$ cat config.mk
export PLATFORM = sky130hd
export DESIGN_NAME = retry_limit_ctrl
export DESIGN_NICKNAME = d
export VERILOG_FILES = /design/src/rtl/rlc_pkg.sv /design/src/rtl/rlc_limit_reg.sv /design/src/rtl/rlc_retry_ctr.sv /design/src/rtl/rlc_seq.sv /design/src/rtl/retry_limit_ctrl.sv
export SDC_FILE = /design/constraint.sdc
export NUM_CORES = 1
export LEC_CHECK = 0
export ABC_AREA = 1
export BUFFER_PORTS_ARGS = -buffer_cell sky130_fd_sc_hd__buf_4
export CAP_MARGIN = 30
export CORE_MARGIN = 1.5
export CORE_UTILIZATION = 45
export CTS_CLUSTER_DIAMETER = 30
export DETAILED_ROUTE_END_ITERATION = 7
export PLACE_DENSITY = 0.85
export REMOVE_ABC_BUFFERS = 1
export SYNTH_ARGS = -nofsm -noshare
export SYNTH_HDL_FRONTEND = slang
export SYNTH_SLANG_ARGS = --single-unit
$ cat constraint.sdc
create_clock -name clk -period 1.8 [get_ports clk]
set_clock_uncertainty 0.15 [all_clocks]
set_input_delay 0.27 -clock clk [delete_from_list [all_inputs] [get_ports clk]]
set_output_delay 0.27 -clock clk [all_outputs]
set_load 0.01 [all_outputs]
$ cat src/rtl/rlc_pkg.sv
package rlc_pkg;
    typedef enum logic [1:0] {
        ST_IDLE,
        ST_ISSUE,
        ST_WAIT,
        ST_COMPLETE
    } rlc_state_e;

    typedef struct packed {
        logic        write;
        logic [31:0] addr;
        logic [31:0] wdata;
    } rlc_req_t;
endpackage

$ cat src/rtl/rlc_limit_reg.sv
module rlc_limit_reg #(
    parameter int LIMIT_W = 8,
    parameter int CFG_W   = 32,
    parameter int LANE    = 1
) (
    input  logic               clk,
    input  logic               rst_n,
    input  logic               bus_rst,
    input  logic               busy,
    input  logic               cfg_wr,
    input  logic [CFG_W/8-1:0] cfg_be,
    input  logic [CFG_W-1:0]   cfg_wdata,
    output logic [CFG_W-1:0]   cfg_rdata,
    output logic [LIMIT_W-1:0] limit
);
    localparam int LO = LANE * 8;

    logic [LIMIT_W-1:0] limit_q;

    always_ff @(posedge clk or negedge rst_n) begin
        if (!rst_n) begin
            limit_q <= '0;
        end else if (bus_rst) begin
            limit_q <= '0;
        end else if (cfg_wr && cfg_be[LANE] && !busy) begin
            limit_q <= cfg_wdata[LO +: LIMIT_W];
        end
    end

    always_comb begin
        cfg_rdata = '0;
        cfg_rdata[LO +: LIMIT_W] = limit_q;
    end

    assign limit = limit_q;
endmodule

$ cat src/rtl/rlc_retry_ctr.sv
module rlc_retry_ctr #(
    parameter int LIMIT_W = 8
) (
    input  logic               clk,
    input  logic               rst_n,
    input  logic               clear,
    input  logic               bump,
    input  logic [LIMIT_W-1:0] limit,
    output logic               spent
);
    logic [LIMIT_W-1:0] cnt_q;

    always_ff @(posedge clk or negedge rst_n) begin
        if (!rst_n) begin
            cnt_q <= '0;
        end else if (clear) begin
            cnt_q <= '0;
        end else if (bump && (cnt_q != '1)) begin
            cnt_q <= cnt_q + 1'b1;
        end
    end

    // budget used up: the retries already granted equal the limit
    assign spent = (limit != '0) && (cnt_q == limit);
endmodule

$ cat src/rtl/rlc_seq.sv
module rlc_seq
    import rlc_pkg::*;
(
    input  logic       clk,
    input  logic       rst_n,
    input  logic       req_valid,
    input  logic       tgt_resp_valid,
    input  logic       tgt_retry,
    input  logic       spent,
    output rlc_state_e state,
    output logic       accept,
    output logic       retry_take,
    output logic       end_ok,
    output logic       end_abort
);
    rlc_state_e state_q, state_d;

    always_ff @(posedge clk or negedge rst_n) begin
        if (!rst_n) state_q <= ST_IDLE;
        else        state_q <= state_d;
    end

    always_comb begin
        state_d    = state_q;
        accept     = 1'b0;
        retry_take = 1'b0;
        end_ok     = 1'b0;
        end_abort  = 1'b0;
        unique case (state_q)
            ST_IDLE: begin
                if (req_valid) begin
                    accept  = 1'b1;
                    state_d = ST_ISSUE;
                end
            end
            ST_ISSUE: state_d = ST_WAIT;
            ST_WAIT: begin
                if (tgt_resp_valid) begin
                    if (!tgt_retry) begin
                        end_ok  = 1'b1;
                        state_d = ST_COMPLETE;
                    end else if (spent) begin
                        end_abort = 1'b1;
                        state_d   = ST_COMPLETE;
                    end else begin
                        retry_take = 1'b1;
                        state_d    = ST_ISSUE;
                    end
                end
            end
            ST_COMPLETE: state_d = ST_IDLE;
            default: state_d = ST_IDLE;
        endcase
    end

    assign state = state_q;
endmodule

$ cat src/rtl/retry_limit_ctrl.sv
module retry_limit_ctrl
    import rlc_pkg::*;
#(
    parameter int LIMIT_W = 8,
    parameter int DATA_W  = 32,
    parameter int CFG_W   = 32,
    parameter int LANE    = 1
) (
    input  logic              clk,
    input  logic              rst_n,
    input  logic              bus_rst,
    input  logic              req_valid,
    output logic              req_ready,
    input  logic              req_write,
    input  logic [31:0]       req_addr,
    input  logic [DATA_W-1:0] req_wdata,
    output logic              cpl_valid,
    output logic              cpl_abort,
    output logic [DATA_W-1:0] cpl_rdata,
    input  logic              cfg_wr,
    input  logic [3:0]        cfg_be,
    input  logic [CFG_W-1:0]  cfg_wdata,
    output logic [CFG_W-1:0]  cfg_rdata,
    output logic              att_strobe,
    output logic              att_write,
    output logic [31:0]       att_addr,
    output logic [DATA_W-1:0] att_wdata,
    input  logic              tgt_resp_valid,
    input  logic              tgt_retry,
    input  logic [DATA_W-1:0] tgt_rdata
);
    rlc_state_e         state;
    logic               accept, retry_take, end_ok, end_abort, spent, busy;
    logic [LIMIT_W-1:0] limit;
    logic               wr_q;
    logic [31:0]        addr_q;
    logic [DATA_W-1:0]  wdata_q, cdata_q;
    logic               cabort_q;

    assign busy = (state != ST_IDLE);

    rlc_limit_reg #(.LIMIT_W(LIMIT_W), .CFG_W(CFG_W), .LANE(LANE)) u_limit (
        .clk(clk), .rst_n(rst_n), .bus_rst(bus_rst), .busy(busy),
        .cfg_wr(cfg_wr), .cfg_be(cfg_be), .cfg_wdata(cfg_wdata),
        .cfg_rdata(cfg_rdata), .limit(limit)
    );

    rlc_retry_ctr #(.LIMIT_W(LIMIT_W)) u_ctr (
        .clk(clk), .rst_n(rst_n), .clear(accept), .bump(retry_take),
        .limit(limit), .spent(spent)
    );

    rlc_seq u_seq (
        .clk(clk), .rst_n(rst_n), .req_valid(req_valid),
        .tgt_resp_valid(tgt_resp_valid), .tgt_retry(tgt_retry), .spent(spent),
        .state(state), .accept(accept), .retry_take(retry_take),
        .end_ok(end_ok), .end_abort(end_abort)
    );

    // request hold
    always_ff @(posedge clk or negedge rst_n) begin
        if (!rst_n) begin
            wr_q    <= 1'b0;
            addr_q  <= '0;
            wdata_q <= '0;
        end else if (accept) begin
            wr_q    <= req_write;
            addr_q  <= req_addr;
            wdata_q <= req_wdata;
        end
    end

    // completion capture
    always_ff @(posedge clk or negedge rst_n) begin
        if (!rst_n) begin
            cdata_q  <= '0;
            cabort_q <= 1'b0;
        end else if (end_ok) begin
            cdata_q  <= wr_q ? '0 : tgt_rdata;
            cabort_q <= 1'b0;
        end else if (end_abort) begin
            cdata_q  <= wr_q ? '0 : '1;
            cabort_q <= 1'b1;
        end
    end

    // outputs
    always_comb begin
        req_ready  = (state == ST_IDLE);
        att_strobe = (state == ST_ISSUE);
        cpl_valid  = (state == ST_COMPLETE);
        cpl_abort  = cabort_q;
        cpl_rdata  = cdata_q;
        att_write  = wr_q;
        att_addr   = addr_q;
        att_wdata  = wdata_q;
    end
endmodule

==> results of run 1 <==
-- report_power, final --
part           internal, µW  switching [µW]  total, µW  leakage (µW)
logic                  2580            2930       5520       0.00279
registers              3730             692       4420       0.00145
clock network          2190            1260       3450      0.000287
-- worst max-delay path: stages (launching register included) --
cell,delay [ns]
dfrtp_1,0.42
inv_1,0.10
nand2_1,0.06
nand2_1,0.06
nand2_1,0.06
nor2_2,0.11
nand3_2,0.14
nand2_4,0.12
nand2_8,0.09
clkbuf_16,0.19
nand2_1,0.07
o21ai_2,0.05
-- cell type report --
class	instances	area share
Sequential cell	116	0.345
Timing Repair Buffer	320	0.323
Multi-Input combinational cell	428	0.229
Clock buffer	17	0.0505
Clock inverter	14	0.0212
Tap cell	140	0.0208
Inverter	24	0.0107
Antenna cell	1	0.000297
-- logic make-up (layout without fill, tap and decap cells) --
kind of cell / after synthesis / in the layout / synth area share
and+or+nand+nor: 320 / 320 / 0.245
DFF: 116 / 116 / 0.562
buffers and inverters: 79 / 375 / 0.0878
AOI/OAI and AO/OA: 77 / 77 / 0.0914
xor gates and xnor gates: 6 / 6 / 0.0102
adders and majority gates: 1 / 1 / 0.00242
other: 1 / 25 / 0.000727
-- metal layers --
layer / routed length, µm / part of all wire / global-route usage
met1: 6010 / 0.37 / 0.293
met2: 8710 / 0.54 / 0.472
met3: 967 / 0.060 / 0.0694
met4: 479 / 0.030 / 0.120
met5: 0 / 0 / 0
-- state kept, by name, indices dropped and copies added (netlist names) --
register,flops
att_write,1
u_limit.limit,8
u_seq.state,2
cpl_abort,1
cpl_rdata,32
att_addr,32
att_wdata,32
u_ctr.cnt_q,8
-- metrics by stage --
stage / worst slack, ns / total power [µW] / utilization
2_1_floorplan: -1.44 / 6790 / -
3_3_place_gp: 0.111 / 9410 / 0.633
3_5_place_dp: 0.0812 / 9570 / 0.633
4_1_cts: 0.0744 / 13200 / 0.755
5_1_grt: -0.0437 / 14200 / 0.764
6_report: 0.0653 / 13400 / 0.764
-- worst min path at each step --
| stage | end | startpoint | slack, ns |
|---|---|---|---|
| after floorplan | att_addr[0]$_DFFE_PN0P_ | rst_n | -0.18 |
| after global placement | u_limit.limit[6]$_DFFE_PN0P_ | rst_n | 0.04 |
| after detailed placement | u_limit.limit[4]$_DFFE_PN0P_ | rst_n | 0.04 |
| after CTS | u_limit.limit[2]$_DFFE_PN0P_ | cfg_wdata[10] | 0.0009 |
| after global routing | u_limit.limit[2]$_DFFE_PN0P_ | cfg_wdata[10] | 0.006 |
| final | u_limit.limit[2]$_DFFE_PN0P_ | cfg_wdata[10] | 0.01 |
-- repair_timing --
item / 4_1_cts / 5_1_grt
gates resized for setup: 0 / 20
buffers inserted: 0 / 1
hold buffers: 74 / 0
hold endpoints to repair: 183 / 0
endpoints found under the setup margin: 0 / 39
-- cell usage in the layout (no fill, tap or decap), types with 2 or more instances in the layout --
cell type,instances
dlygate4sd3_1,74
nand4_1,2
inv_2,3
o21ai_2,24
a21oi_1,3
o21ai_0,34
nor2_1,7
clkbuf_16,19
inv_6,4
dfrtp_1,114
conb_1,24
bufinv_16,3
nor2_2,4
o21ai_1,16
nor3_1,4
nand2_1,274
xor2_1,3
xnor2_1,2
nand3_2,2
dfrtp_2,2
buf_4,236
clkinvlp_4,3
buf_12,8
inv_1,20
nand3_1,22
clkinv_4,3
==> results.txt, run 1 <==
Final Cell Area = 8430 µm²
H-tree levels = 4
Number of synthesized flops with an enable pin = 0
Worst setup path endpoint = cpl_rdata[16]$_DFFE_PN0P_
Clock-pin transition on the worst setup and hold timing paths = 0.06 ns
Root Buffer = clkbuf_16
Maximum root-to-sink buffer count = 2
Worst-path maximum fanout = 12
Max VDD drop = 877 µV
Total GRT Usage = 0.264
Cell taking the most area after synthesis = dfrtp_1
Startpoint Class = flop
Hold Crit Depth = 3
Die Area = 12100 µm²
Routed Antenna Nets = 0
Via density = 4.89
Fin Setup TNS = 0 ns
Initial antenna violation count = 0
Avg Cell Area, Syn = 8.60 µm²
P per Cell Area = 1590 nW/µm²
Core area = 11000 µm²
I/O pin cnt = 273
#FFs+latches synth = 116
Async set or reset register ratio after synthesis = 1.00
Main synth FF type = dfrtp_1
Routed via count = 5183
GP Congestion = 0.843
# fillers = 723
Status = finished clean
Worst-skew pair later-pin latency = 0.40 ns
Worst Setup End Kind = flop
CP Launch Point = u_ctr.cnt_q[7]$_DFFE_PN0P_
Largest net degree at the start of global routing = 76
Max Fclk = 576 MHz
Commonest cells post-synth = nand2_1 (275), dfrtp_1 (116), o21ai_0 (42)
Sequential area share after synthesis = 0.562
DP Wirelength = 9500 µm
Tmin final = 1.73 ns
Most numerous cell in the Yosys netlist = nand2_1
Worst hold slack = 0.0102 ns
Worst r2r path cells = 11
Die Height = 110 µm
Routed WL = 16200 µm
First-pass GRT wire length = 24400 µm
Share of layout cells above drive strength 1 = 0.344
Syn Inst Count = 600
Placed cell count = 951
CTS tree = built
RR Endpoint = cpl_rdata[16]$_DFFE_PN0P_
Tcrit/Tclk final = 0.964
Grt ovf = 0
Clock sink count = 116
Num CTS Buffers = 17
Final setup violation count = 0
Post-Layout Cell Count = 1060
Row count = 38
Residual DRC count = 0
Reg-to-Reg Start = u_ctr.cnt_q[7]$_DFFE_PN0P_
Synthesized area = 5160 µm²
Placed cell areas = 6990 µm²
R2R Setup Slk = 0.07 ns
Multi-input combinational cell area = 1930 µm²
Chip width = 110 µm
DR pass1 iterations = 5
WS Path Type = reg -> reg
Storage cell area = 2910 µm²
CP arrival = 1.87 ns
Vias in the first global route = 5067
Final hold vios = 0
Fin nets = 1048
Synth unique cells = 28
CP required = 1.93 ns
Synth top area cells = dfrtp_1 (56%), nand2_1 (20%), o21ai_0 (4.1%), o21ai_2 (3.9%), buf_4 (3.5%)
Leak = 0.00453 µW
Starting Density = 0.468
Yosys top cell area share = 0.562
PortBufs = 221
Layout area overhead = 63.4%
Warnings, synthesis = 0
Path type of the worst min-delay path = in -> reg
Wire length per cell = 15.2 µm
Slew Viols, Final = 0
Max Cap Viol = 0
Iteration-0 DRC Markers = 300
Power figures use the tool's default switching activity.
==> run 2: changes to the inputs <==
==> constraint.sdc (replaced) <==
create_clock -name clk -period 1.8 [get_ports clk]
set_clock_uncertainty 0.15 [all_clocks]
set_input_delay 0.09 -clock clk [delete_from_list [all_inputs] [get_ports clk]]
set_output_delay 0.09 -clock clk [all_outputs]
set_load 0.01 [all_outputs]
==> results.txt, run 2 (synthesized netlist as in run 1, its figures left out) <==
Status = finished with violations
Failing checks = negative setup slack
Share of layout cells above drive strength 1 = 0.361
Final setup margin = -0.0178 ns
RSZ-0062 raised after global routing = true
Worst-path maximum fanout = 7
Routed via count = 5696
Total GRT Usage = 0.297
Worst hold slack = 0.0413 ns
Grt ovf = 0
CP arrival = 1.98 ns
H-tree levels = 4
Tmin final = 1.82 ns
Starting Density = 0.468
Worst-skew pair later-pin latency = 0.40 ns
PortBufs = 221
CTS tree = built
Post-Place Worst Slack = 0.0634 ns
Max Cap Viol = 0
Wire length per cell = 17.2 µm
Max Fclk = 550 MHz
Routed Antenna Nets = 0
Largest net degree at the start of global routing = 64
GP Congestion = 0.814
# diodes = 0
Row count = 38
Root Buffer = clkbuf_16
Die Area = 12100 µm²
Path type of the worst min-delay path = in -> async
Slew Viols, Final = 0
Final setup violation count = 8
First-pass GRT wire length = 27300 µm
CP required = 1.97 ns
Commonest non-fill, non-tap cell in the layout = nand2_1
WS Path Type = reg -> reg
Max VDD drop = 1020 µV
I/O pin cnt = 273
Chip width = 110 µm
Routed WL = 19100 µm
Worst Setup End Kind = flop
Startpoint Class = flop
DP Wirelength = 9510 µm
Die Height = 110 µm
Clock-pin transition on the worst setup and hold timing paths = 0.06 ns
Clock sink count = 116
Num CTS Buffers = 17
Iteration-0 DRC Markers = 340
# fillers = 601
DR pass1 iterations = 5
Residual DRC count = 0
Most frequent cells in the layout = nand2_1 (252), buf_4 (243), dfrtp_1 (115)
Fin Setup TNS = -0.0549 ns
Maximum root-to-sink buffer count = 2
Layout area overhead = 74.7%
P per Cell Area = 1560 nW/µm²
Initial antenna violation count = 0
R2R Setup Slk = -0.02 ns
Vias in the first global route = 5669
Via density = 5.14
Leak = 0.00478 µW
Tcrit/Tclk final = 1.01
Fin nets = 1098
Final hold vios = 0
Core area = 11000 µm²
[run 2: changes by cell type in the layout (fill, tap and decap cells not counted), moves of 2 or more]
cell and delta:
dlygate4sd3_1 +39, nand2_1 -22, nand2_2 +22, o21ai_0 -12
o21ai_1 +9, buf_4 +7, o21ai_2 +3, clkbuf_16 +2
[run 2: final cells by class]
type | instances | area, µm² | area share
clock inverter | 14 | 201 | 0.0223
timing repair buffer | 369 | 3220 | 0.357
clock buffer | 17 | 425 | 0.0472
multi-input combinational | 429 | 2000 | 0.222
sequential | 116 | 2900 | 0.322
tap | 140 | 175 | 0.0194
inverter | 24 | 90.1 | 0.00999
[run 2: worst max-delay path: stages (launching register included)]
cell and delay, ns:
dfrtp_1 0.40, buf_4 0.15, nor3_1 0.26, nand2_1 0.10
nand3_2 0.13, nand2_4 0.10, nand2_8 0.13, clkbuf_16 0.18
nand2_2 0.04, o21ai_1 0.08
[run 2: repair_timing]
| action | 4_1_cts | 5_1_grt |
|---|---|---|
| resized for setup | 1 | 56 |
| endpoints found under the setup margin | 5 | 42 |
| hold buffers | 113 | 0 |
| pin swaps | 0 | 2 |
| buffers inserted | 0 | 7 |
| endpoints found under the hold margin | 229 | 0 |
| gates cloned | 0 | 6 |
[run 2: metrics by stage]
stage,total power [µW],area (µm²),cells,utilization
2_1_floorplan,6790,4880,568,-
3_3_place_gp,9400,6980,952,0.633
3_5_place_dp,9580,6980,952,0.633
4_1_cts,13400,8740,1096,0.793
5_1_grt,14900,9020,1109,0.817
6_report,14100,9020,1109,0.817
[run 2: path summary, 6_finish.rpt]
check                                             start  cells past startpoint                      endpoint
min                                               rst_n                      2  u_limit.limit[0]$_DFFE_PN0P_
max reg2reg                u_limit.limit[6]$_DFFE_PN0P_                      9     cpl_rdata[27]$_DFFE_PN0P_
max in group asynchronous                         rst_n                      3      att_wdata[1]$_DFFE_PN0P_
max                        u_limit.limit[6]$_DFFE_PN0P_                      9     cpl_rdata[27]$_DFFE_PN0P_
min in group clk                           req_addr[12]                      4      att_addr[12]$_DFFE_PN0P_
min reg2reg                   att_wdata[29]$_DFFE_PN0P_                      2     att_wdata[29]$_DFFE_PN0P_
[run 2: where the power goes]
part / internal, µW / switching [µW] / total [µW]
sequential: 3730 / 799 / 4530
combinational: 2750 / 3200 / 5960
clock: 2330 / 1260 / 3590
total: 8810 / 5270 / 14100
[run 2: layer usage]
metal	global-route usage	vias to the layer above	share of wire
met3	0.0711	66	0.067
met5	0	-	0
met1	0.319	2743	0.35
li1	-	2563	-
met4	0.148	0	0.039
met2	0.542	324	0.54
==> run 3: changes to the inputs <==
CORE_UTILIZATION = 47   (was 45)
CTS_BUF_LIST = sky130_fd_sc_hd__clkbuf_8   (was unset)
PLACE_DENSITY = 0.88   (was 0.85)
==> results.txt, run 3 (synthesized netlist as in run 1, its figures left out) <==
Switch Pwr = 5130 µW
Routed Antenna Nets = 0
Row count = 38
Final setup margin = -0.0894 ns
Failing checks = negative setup slack
PortBufs = 221
Leak = 0.00471 µW
Worst-path cell chain = xnor2_2, nand2_1, nor2_2, nand3_2, nand2_4, nand2_8, buf_12, nand2_1, o21ai_2
Iteration-0 DRC Markers = 323
Die Area = 11600 µm²
Num CTS Buffers = 17
Vias in the first global route = 5531
Delay-heaviest family, CP = simple AND/OR/NAND/NOR gates
Critical Path Max Stage Delay = 0.42 ns
Max stage delay cell, worst path = dfrtp_1
Fin nets = 1097
P_int = 8130 µW
Max_slew headroom = 0.585
CP arrival = 2.03 ns
Maximum root-to-sink buffer count = 2
Path type of the worst min-delay path = in -> async
Starting Density = 0.478
Most frequent cells in the layout = nand2_1 (256), buf_4 (246), dfrtp_1 (114)
Seq pwr share = 0.342
Placed cell areas = 6980 µm²
Worst-skew pair later-pin latency = 0.41 ns
Status = finished with violations
Sw frac = 0.387
Fin Setup TNS = -1.52 ns
Worst-path maximum fanout = 12
Clock sink count = 116
Tmin final = 1.89 ns
H-tree levels = 4
Layout area overhead = 71.9%
P per Cell Area = 1490 nW/µm²
Residual DRC count = 0
Commonest non-fill, non-tap cell in the layout = nand2_1
Core area = 10800 µm²
CTS tree = built
Slew @ Worst Pin = 0.622 ns
Slew Viols, Final = 0
Final setup violation count = 33
First-pass GRT wire length = 26500 µm
Final hold vios = 0
Buffer and inverter count on the worst path = 1
Wire length per cell = 16.5 µm
Max VDD drop = 975 µV
Clock-pin transition on the worst setup and hold timing paths = 0.08 ns
DP Wirelength = 9320 µm
Total GRT Usage = 0.296
I/O pin cnt = 273
Startpoint Class = flop
Share of layout cells above drive strength 1 = 0.363
Routed WL = 18300 µm
Max Fclk = 529 MHz
Initial antenna violation count = 1
DR pass1 iterations = 5
GP Congestion = 0.832
Design Power = 13300 µW
CP required = 1.94 ns
Clk pwr share = 0.207
Routed via count = 5579
Final Cell Area = 8870 µm²
Largest net degree at the start of global routing = 63
Max Cap Viol = 0
RSZ-0062 raised after global routing = true
Root Buffer = clkbuf_8
Part of the power in combinational logic = 0.452
Via density = 5.02
Tcrit/Tclk final = 1.05
Die Height = 108 µm
Chip width = 108 µm
Worst Setup End Kind = flop
Grt ovf = 0
WS Path Type = reg -> reg
Most used cell, CP = nand2_1
==> run 3: cell count changes in the layout (fill, tap and decap cells not counted), moves of 10 or more <==
cell,change
o21ai_1,-16
clkbuf_8,+19
nand2_4,+10
nand2_2,-15
clkbuf_16,-17
o21ai_0,+15
==> run 3: power groups by stage <==
stage,logic [µW],clock network [µW],registers [µW]
final,5990,2740,4530
after global routing,6490,2910,4640
after CTS,5400,2770,4360
after detailed placement,5200,0,4380
after global placement,5040,0,4360
after floorplan,1950,0,4840
==> run 3: final timing paths <==
kind | from | end | slack (ns) | cells after the start
setup / recovery | u_ctr.cnt_q[2]$_DFFE_PN0P_ | cpl_rdata[0]$_DFFE_PN0P_ | -0.09 | 9
hold reg to reg | att_wdata[9]$_DFFE_PN0P_ | att_wdata[9]$_DFFE_PN0P_ | 0.33 | 2
min in group clk | req_wdata[15] | att_wdata[15]$_DFFE_PN0P_ | 0.26 | 4
setup reg to reg | u_ctr.cnt_q[2]$_DFFE_PN0P_ | cpl_rdata[0]$_DFFE_PN0P_ | -0.09 | 9
hold / removal | rst_n | u_limit.limit[6]$_DFFE_PN0P_ | 0.02 | 2
max in group asynchronous | rst_n | u_ctr.cnt_q[1]$_DFFE_PN0P_ | 0.87 | 3
==> run 3: per-stage QoR <==
stage,util,cells,hold slack (ns),worst slack [ns]
6_report,0.822,1111,0.0186,-0.0894
3_3_place_gp,0.647,954,-0.0846,0.121
2_1_floorplan,-,568,-0.356,-1.44
4_1_cts,0.793,1098,0.00977,0.0477
3_5_place_dp,0.647,954,-0.0768,0.0626
5_1_grt,0.822,1110,0.0427,-0.202
==> run 3: area by class of cell <==
type | count | area [µm²]
clock buffer | 19 | 262
timing repair buffer | 369 | 3200
multi-input combinational | 428 | 2040
inverter | 24 | 90.1
tap | 140 | 175
sequential | 116 | 2910
fill | 566 | 1920
clock inverter | 13 | 195
antenna | 2 | 5.00
==> run 3: timing repair <==
item / 4_1_cts / 5_1_grt
setup endpoints to repair: 0 / 38
endpoints found under the hold margin: 227 / 0
hold buffers: 112 / 0
gates resized for setup: 0 / 52
setup buffers: 0 / 6
==> run 3: routing by layer <==
metal  vias up  wire, µm  part of all wire  track usage
met4         0       759             0.041        0.135
met3        58      1080             0.059       0.0696
met2       271      9720              0.53        0.528
met1      2695      6780              0.37        0.335
li1       2555         -                 -            -
met5         -         0                 0            0
